===== config.mk =====
export PLATFORM = sky130hd
export DESIGN_NAME = pwm_aq_shadow_loader
export DESIGN_NICKNAME = d
export VERILOG_FILES = /design/src/rtl/pwm_aq_pkg.sv /design/src/rtl/pwm_aq_load_sel.sv /design/src/rtl/pwm_aq_chan.sv /design/src/rtl/pwm_aq_regif.sv /design/src/rtl/pwm_aq_shadow_loader.sv
export SDC_FILE = /design/constraint.sdc
export NUM_CORES = 1
export LEC_CHECK = 0
export ABC_AREA = 1
export BUFFER_PORTS_ARGS = -buffer_cell sky130_fd_sc_hd__buf_2
export CAP_MARGIN = 30
export CORE_MARGIN = 3
export CORE_UTILIZATION = 56
export CTS_CLUSTER_SIZE = 8
export DETAILED_ROUTE_END_ITERATION = 7
export PLACE_DENSITY = 0.82
export SETUP_SLACK_MARGIN = 0.4
export SLEW_MARGIN = 10
export SYNTH_ARGS = -nofsm -noshare
export SYNTH_HDL_FRONTEND = slang
export SYNTH_SLANG_ARGS = --single-unit
export TNS_END_PERCENT = 30

===== constraint.sdc =====
create_clock -name clk -period 1.4 [get_ports clk]
set_input_delay 0.07 -clock clk [delete_from_list [all_inputs] [get_ports clk]]
set_output_delay 0.07 -clock clk [all_outputs]
set_load 0.01 [all_outputs]

===== src/rtl/pwm_aq_pkg.sv =====
package pwm_aq_pkg;
  typedef enum logic [1:0] {
    LD_ON_ZERO   = 2'b00,
    LD_ON_PRD    = 2'b01,
    LD_ON_EITHER = 2'b10,
    LD_FROZEN    = 2'b11
  } ld_mode_e;

  localparam int NUM_CH    = 2;
  localparam int MODE_W    = 2;
  localparam int GLB_BIT   = NUM_CH * MODE_W;
  localparam int CTRL_SLOT = 2 * NUM_CH;
  localparam int STAT_SLOT = 2 * NUM_CH + 1;
endpackage


===== src/rtl/pwm_aq_load_sel.sv =====
module pwm_aq_load_sel
  import pwm_aq_pkg::*;
(
  input  logic [MODE_W-1:0] mode_i,
  input  logic              glb_en_i,
  input  logic              evt_zero_i,
  input  logic              evt_prd_i,
  input  logic              evt_glb_i,
  output logic              load_o
);
  always_comb begin
    if (glb_en_i) begin
      load_o = evt_glb_i;
    end else begin
      case (ld_mode_e'(mode_i))
        LD_ON_ZERO:   load_o = evt_zero_i;
        LD_ON_PRD:    load_o = evt_prd_i;
        LD_ON_EITHER: load_o = evt_zero_i | evt_prd_i;
        default:      load_o = 1'b0;
      endcase
    end
  end
endmodule


===== src/rtl/pwm_aq_chan.sv =====
module pwm_aq_chan #(
  parameter int W = 12
) (
  input  logic         clk,
  input  logic         rst,
  input  logic         sh_we_i,
  input  logic         act_we_i,
  input  logic [W-1:0] wdata_i,
  input  logic         load_i,
  output logic [W-1:0] sh_q_o,
  output logic [W-1:0] act_q_o
);
  logic [W-1:0] sh_next;

  always_comb sh_next = sh_we_i ? wdata_i : sh_q_o;

  always_ff @(posedge clk) begin
    if (rst) begin
      sh_q_o  <= '0;
      act_q_o <= '0;
    end else begin
      sh_q_o <= sh_next;
      if (load_i)        act_q_o <= sh_next;
      else if (act_we_i) act_q_o <= wdata_i;
    end
  end

  AST_SHADOW_TAKES_WRITE: assert property (@(posedge clk) disable iff (rst)
    sh_we_i |=> sh_q_o == $past(wdata_i));
  AST_LOAD_FROM_SHADOW: assert property (@(posedge clk) disable iff (rst)
    (load_i && !sh_we_i) |=> act_q_o == $past(sh_q_o));
  AST_LOAD_SAME_CYCLE_WRITE: assert property (@(posedge clk) disable iff (rst)
    (load_i && sh_we_i) |=> act_q_o == $past(wdata_i));
  AST_ACTIVE_HOLDS: assert property (@(posedge clk) disable iff (rst)
    (!load_i && !act_we_i) |=> $stable(act_q_o));
  AST_DIRECT_WRITE: assert property (@(posedge clk) disable iff (rst)
    (act_we_i && !load_i) |=> act_q_o == $past(wdata_i));
  AST_CHAN_RESET: assert property (@(posedge clk)
    rst |=> (act_q_o == '0 && sh_q_o == '0));
endmodule


===== src/rtl/pwm_aq_regif.sv =====
module pwm_aq_regif
  import pwm_aq_pkg::*;
#(
  parameter int W      = 12,
  parameter int ADDR_W = 3
) (
  input  logic                           clk,
  input  logic                           rst,
  input  logic                           we_i,
  input  logic [ADDR_W-1:0]              addr_i,
  input  logic [W-1:0]                   wdata_i,
  input  logic [NUM_CH-1:0][W-1:0]       sh_q_i,
  input  logic [NUM_CH-1:0][W-1:0]       act_q_i,
  output logic [NUM_CH-1:0][MODE_W-1:0]  mode_o,
  output logic                           glb_en_o,
  output logic                           err_o,
  output logic [W-1:0]                   rdata_o
);
  // W must exceed GLB_BIT so the control word fits.
  logic           ctrl_hit, stat_hit, act_hit, bad_wr;
  logic [W-1:0]   rd_mux;

  always_comb begin
    act_hit = 1'b0;
    for (int c = 0; c < NUM_CH; c++)
      if (addr_i == ADDR_W'(2 * c + 1)) act_hit = 1'b1;
  end

  assign ctrl_hit = (addr_i == ADDR_W'(CTRL_SLOT));
  assign stat_hit = (addr_i == ADDR_W'(STAT_SLOT));
  assign bad_wr   = we_i && act_hit && glb_en_o;

  always_ff @(posedge clk) begin
    if (rst) begin
      mode_o   <= '0;
      glb_en_o <= 1'b0;
    end else if (we_i && ctrl_hit) begin
      for (int c = 0; c < NUM_CH; c++)
        mode_o[c] <= wdata_i[c*MODE_W +: MODE_W];
      glb_en_o <= wdata_i[GLB_BIT];
    end
  end

  always_ff @(posedge clk) begin
    if (rst)                              err_o <= 1'b0;
    else if (bad_wr)                      err_o <= 1'b1;
    else if (we_i && stat_hit && wdata_i[0]) err_o <= 1'b0;
  end

  always_comb begin
    rd_mux = '0;
    for (int c = 0; c < NUM_CH; c++) begin
      if (addr_i == ADDR_W'(2 * c))     rd_mux = sh_q_i[c];
      if (addr_i == ADDR_W'(2 * c + 1)) rd_mux = act_q_i[c];
    end
    if (ctrl_hit) begin
      for (int c = 0; c < NUM_CH; c++)
        rd_mux[c*MODE_W +: MODE_W] = mode_o[c];
      rd_mux[GLB_BIT] = glb_en_o;
    end
    if (stat_hit) rd_mux[0] = err_o;
  end

  always_ff @(posedge clk) begin
    if (rst) rdata_o <= '0;
    else     rdata_o <= rd_mux;
  end

  AST_ERR_RAISE: assert property (@(posedge clk) disable iff (rst)
    (we_i && act_hit && glb_en_o) |=> err_o);
  AST_ERR_STICKY: assert property (@(posedge clk) disable iff (rst)
    (err_o && !(we_i && stat_hit)) |=> err_o);
  AST_CTRL_STABLE_ON_READ: assert property (@(posedge clk) disable iff (rst)
    !we_i |=> ($stable(mode_o) && $stable(glb_en_o)));
  AST_CTRL_RESET: assert property (@(posedge clk)
    rst |=> (mode_o == '0 && !glb_en_o && !err_o));
endmodule


===== src/rtl/pwm_aq_shadow_loader.sv =====
module pwm_aq_shadow_loader
  import pwm_aq_pkg::*;
#(
  parameter int WORD_W = 12,
  parameter int ADDR_W = 3
) (
  input  logic              clk,
  input  logic              rst,
  input  logic              evt_zero,
  input  logic              evt_period,
  input  logic              evt_global,
  input  logic              bus_we,
  input  logic [ADDR_W-1:0] bus_addr,
  input  logic [WORD_W-1:0] bus_wdata,
  output logic [WORD_W-1:0] bus_rdata,
  output logic [WORD_W-1:0] act_a,
  output logic [WORD_W-1:0] act_b,
  output logic              cfg_err
);
  logic [NUM_CH-1:0][MODE_W-1:0] mode;
  logic                          glb_en;
  logic [NUM_CH-1:0][WORD_W-1:0] sh_q, act_q;
  logic [NUM_CH-1:0]             sh_we, act_we, load;

  for (genvar ch = 0; ch < NUM_CH; ch++) begin : g_ch
    assign sh_we[ch]  = bus_we && (bus_addr == ADDR_W'(2 * ch));
    assign act_we[ch] = bus_we && (bus_addr == ADDR_W'(2 * ch + 1)) && !glb_en;

    pwm_aq_load_sel u_sel (
      .mode_i    (mode[ch]),
      .glb_en_i  (glb_en),
      .evt_zero_i(evt_zero),
      .evt_prd_i (evt_period),
      .evt_glb_i (evt_global),
      .load_o    (load[ch])
    );

    pwm_aq_chan #(.W(WORD_W)) u_chan (
      .clk     (clk),
      .rst     (rst),
      .sh_we_i (sh_we[ch]),
      .act_we_i(act_we[ch]),
      .wdata_i (bus_wdata),
      .load_i  (load[ch]),
      .sh_q_o  (sh_q[ch]),
      .act_q_o (act_q[ch])
    );
  end

  pwm_aq_regif #(.W(WORD_W), .ADDR_W(ADDR_W)) u_regif (
    .clk     (clk),
    .rst     (rst),
    .we_i    (bus_we),
    .addr_i  (bus_addr),
    .wdata_i (bus_wdata),
    .sh_q_i  (sh_q),
    .act_q_i (act_q),
    .mode_o  (mode),
    .glb_en_o(glb_en),
    .err_o   (cfg_err),
    .rdata_o (bus_rdata)
  );

  assign act_a = act_q[0];
  assign act_b = act_q[1];

  AST_GLB_BLOCKS_LOCAL: assert property (@(posedge clk) disable iff (rst)
    (glb_en && !evt_global) |=> ($stable(act_a) && $stable(act_b)));
  AST_FROZEN_A: assert property (@(posedge clk) disable iff (rst)
    (!glb_en && mode[0] == LD_FROZEN && !act_we[0]) |=> $stable(act_a));
  AST_GLB_OFF_IGNORES: assert property (@(posedge clk) disable iff (rst)
    (!glb_en && !evt_zero && !evt_period && !bus_we) |=> ($stable(act_a) && $stable(act_b)));
endmodule


==> impl_metrics.xml <==
<?xml version="1.0" encoding="UTF-8"?>
<metrics>
  <group name="clock_network">
    <metric name="cts_max_level" unit="">3</metric>
    <metric name="cts_tree" unit="">built</metric>
    <metric name="ctsHoldBuffers" unit="">0</metric>
    <metric name="cts_root_buf" unit="">clkbuf_8</metric>
    <metric name="numCtsBuffers" unit="">9</metric>
    <metric name="worstSkewPairLatency" unit="ns">0.36</metric>
    <metric name="max-clock-path-buffers" unit="">2</metric>
    <metric name="cts.reportedPaths.clkPinSlew" unit="ns">0.08</metric>
    <metric name="cts_num_sinks" unit="">66</metric>
  </group>
  <group name="sta">
    <metric name="finalHoldWorstSlack" unit="ns">0.0178</metric>
    <metric name="slew_violations" unit="">0</metric>
    <metric name="post-route-period-util" unit="">1.00</metric>
    <metric name="setup_repair_after_global_routing_missed_its_margin" unit="">true</metric>
    <metric name="setup-violations-final" unit="">1</metric>
    <metric name="post-route-worst-setup-slack" unit="ns">-0.00176</metric>
    <metric name="maxClockFrequency" unit="MHz">713</metric>
    <metric name="final-hold-violation-count" unit="">0</metric>
    <metric name="final.min_clock_period" unit="ns">1.40</metric>
    <metric name="relSlewSlack" unit="">0.698</metric>
    <metric name="finalClockSkew" unit="ns">0.00853</metric>
    <metric name="tightest_slew" unit="ns">0.453</metric>
  </group>
  <group name="synthesis">
    <metric name="syn-mean-instance-area" unit="um^2">6.60</metric>
    <metric name="syn-cell-area" unit="um^2">3250</metric>
    <metric name="netlist.area_leader.share" unit="">0.406</metric>
    <metric name="synth_async_sr_flop_share" unit="">0</metric>
    <metric name="yosys_cell_types" unit="">21</metric>
    <metric name="synth_sequential_area_ratio" unit="">0.406</metric>
    <metric name="synth_warnings" unit="">0</metric>
    <metric name="yosysTopAreaCell" unit="">dfxtp_1</metric>
    <metric name="postSynthRegisterBits" unit="">66</metric>
    <metric name="number_of_standard_cells_after_synthesis" unit="">493</metric>
    <metric name="synth_enable_flop_cells" unit="">0</metric>
    <metric name="synth.area.top_cells" unit="">dfxtp_1 (41%), nand2_1 (18%), nand3_1 (9.8%)</metric>
    <metric name="synth_flop_cell" unit="">dfxtp_1</metric>
    <metric name="syn-num-nets" unit="">514</metric>
  </group>
  <group name="routing">
    <metric name="routed-via-count" unit="">3721</metric>
    <metric name="vias_per_cell" unit="">5.82</metric>
    <metric name="drt_iter0_markers" unit="">350</metric>
    <metric name="routed_wire_length_per_instance" unit="um">16.8</metric>
    <metric name="totalWireLength" unit="um">10700</metric>
    <metric name="detailedRoute.firstPassIterationCount" unit="">5</metric>
    <metric name="drt_drc_violations_left" unit="">0</metric>
    <metric name="antenna_left" unit="">0</metric>
  </group>
  <group name="die">
    <metric name="fp.dieArea" unit="um^2">6760</metric>
    <metric name="die_x" unit="um">82.2</metric>
    <metric name="top_level_pins" unit="">58</metric>
    <metric name="core" unit="um^2">5570</metric>
    <metric name="floorplan.initialDensity" unit="">0.584</metric>
    <metric name="core.rowCount" unit="">27</metric>
    <metric name="die_h" unit="um">82.2</metric>
  </group>
  <group name="power_and_ir_drop">
    <metric name="leakagePower" unit="nW">1.99</metric>
    <metric name="total_power_draw" unit="W">0.00489</metric>
    <metric name="irDropWorstVdd" unit="mV">0.813</metric>
    <metric name="p_per_area" unit="nW/um^2">1150</metric>
  </group>
  <group name="grt">
    <metric name="track_usage" unit="">0.299</metric>
    <metric name="first_global_vias" unit="">3237</metric>
    <metric name="grt_max_degree" unit="">34</metric>
    <metric name="grt_antenna_before_repair" unit="">0</metric>
    <metric name="globalRouteOverflowTotal" unit="">0</metric>
    <metric name="first_pass_grt_wire_length" unit="um">15400</metric>
  </group>
  <group name="layout">
    <metric name="area.growth.synth_to_final" unit="%">30.3</metric>
    <metric name="final.fill_count" unit="">397</metric>
    <metric name="drive_gt1_frac" unit="">0.277</metric>
    <metric name="finish.utilization" unit="">0.760</metric>
    <metric name="area.sequential" unit="um^2">1330</metric>
    <metric name="multiInputGateArea" unit="um^2">1820</metric>
    <metric name="final_nets" unit="">583</metric>
    <metric name="antennaDiodeCount" unit="">0</metric>
  </group>
  <group name="critical_path">
    <metric name="critical_path.startpoint_type" unit="">register</metric>
    <metric name="required" unit="ns">1.67</metric>
    <metric name="critPathArrivalTime" unit="ns">1.68</metric>
    <metric name="critical_path.endpoint_type" unit="">register</metric>
    <metric name="critical_path_class" unit="">register to register</metric>
    <metric name="crit_path_max_fanout" unit="">8</metric>
    <metric name="slowest_stage" unit="">dfxtp_4</metric>
    <metric name="worst_path_largest_cell_delay" unit="ns">0.43</metric>
    <metric name="worstPathCellList" unit="">inv_4 -&gt; nor2_4 -&gt; buf_12 -&gt; inv_12 -&gt; nand2_4 -&gt; nand3_1 -&gt; a21oi_1</metric>
  </group>
  <group name="place">
    <metric name="numPortBuffers" unit="">57</metric>
    <metric name="place_hpwl" unit="um">6030</metric>
    <metric name="gpl.final_weighted_congestion" unit="">0.843</metric>
  </group>
  <group name="worst_hold_path">
    <metric name="worst_hold_path_class" unit="">primary input to register</metric>
  </group>
  <group name="outcome">
    <metric name="violated_checks" unit="">setup timing</metric>
    <metric name="status" unit="">finished, violations left</metric>
  </group>
  <group name="run">
    <metric name="timing.max_cap.violations" unit="">0</metric>
  </group>
</metrics>
## cell families (layout without fill, tap and decap cells)
group | count (synthesis) | after routing | share of synthesized area
DFF | 66 | 66 | 0.406
buffers and inverters | 81 | 149 | 0.110
AOI/OAI and AO/OA | 87 | 87 | 0.145
and+or+nand+nor | 259 | 265 | 0.338
## layout by cell type, fill, tap and decap left out, types with 2 or more instances in the layout
cell type / n
nand2_8: 4
buf_4: 16
a21oi_4: 4
dfxtp_2: 3
nor2_1: 25
nand2_4: 7
clkinvlp_4: 2
buf_2: 57
inv_4: 2
buf_12: 4
o21ai_2: 10
inv_2: 5
bufinv_16: 2
o21ai_1: 9
clkbuf_8: 9
clkbuf_16: 2
buf_6: 3
o21ai_0: 12
nand2_1: 141
dfxtp_4: 2
inv_1: 44
nand4_1: 4
a21oi_2: 3
nand3_2: 2
nand3_1: 62
nor2_2: 2
nor2_4: 4
dfxtp_1: 61
a21oi_1: 49
nand2_2: 11
## Yosys cell counts, types with 2 or more instances
library cell and n:
nand4_1 4, o21ai_2 10, a21oi_1 56, inv_1 49
nand3_1 64, nor2_4 2, nand2_2 2, nor2_2 3
nor2_1 26, inv_2 3, nand2_1 155, o21ai_0 12
o21ai_1 9, dfxtp_1 66, clkbuf_1 12, buf_2 5
buf_4 11
## cell type report
class / count / area share
Inverter: 52 / 0.0502
Multi-Input combinational cell: 352 / 0.430
Clock inverter: 5 / 0.0198
Tap cell: 72 / 0.0213
Timing Repair Buffer: 81 / 0.128
Sequential cell: 66 / 0.314
Clock buffer: 11 / 0.0360
## worst max-delay path: cells and delay by family, from the launching register on
kind	cells	cell delay (ns)
simple gates	3	0.38
flops	1	0.43
buf+inv	3	0.25
compound gates	1	0.23
## what timing repair did
item,in CTS,in global routing
cloned,3,5
setup buffers,2,5
setup endpoints to repair,25,32
resized for setup,11,34
pin swaps,7,16
## through the flow
stage               cell area, um^2  worst slack [ns]  setup TNS [ns]  cells
finish                         4240          -0.00176        -0.00176    639
global route                   4240           -0.0174         -0.0182    639
CTS                            4010             0.172               0    629
detailed placement             3670            0.0529               0    608
global placement               3670            0.0649               0    608
floorplan                      3350             0.291               0    493
## report_power, final
part           switching (W)  internal (W)  leakage [nW]
sequential         0.0000758       0.00198         0.542
clock               0.000796       0.00112         0.111
combinational       0.000582      0.000336          1.34
## final timing paths
kind,cells after the start,end,slack (ns),from
worst max-delay path,7,g_ch[0].u_chan.act_q_o[5]$_SDFFE_PP0P_,-0.002,u_regif.glb_en_o$_SDFFE_PP0P_
worst min-delay path,3,g_ch[0].u_chan.sh_q_o[7]$_SDFF_PP0_,0.02,bus_wdata[7]
worst max register to register,7,g_ch[0].u_chan.act_q_o[5]$_SDFFE_PP0P_,-0.002,u_regif.glb_en_o$_SDFFE_PP0P_
worst min register to register,2,u_regif.rdata_o[11]$_SDFF_PP0_,0.48,g_ch[1].u_chan.act_q_o[11]$_SDFFE_PP0P_
## flip-flops by register name, summed over array words and instances (netlist names)
name / cells
g_ch.u_chan.act_q_o: 24
g_ch.u_chan.sh_q_o: 24
u_regif.rdata_o: 12
u_regif.mode_o: 4
u_regif.err_o: 1
u_regif.glb_en_o: 1
## routing by layer
layer  GRT usage  share of wire
met2       0.477           0.47
met3      0.0727          0.092
met4       0.120          0.041
met5           0              0
met1       0.387           0.40
(Power assumes the default switching activity.)
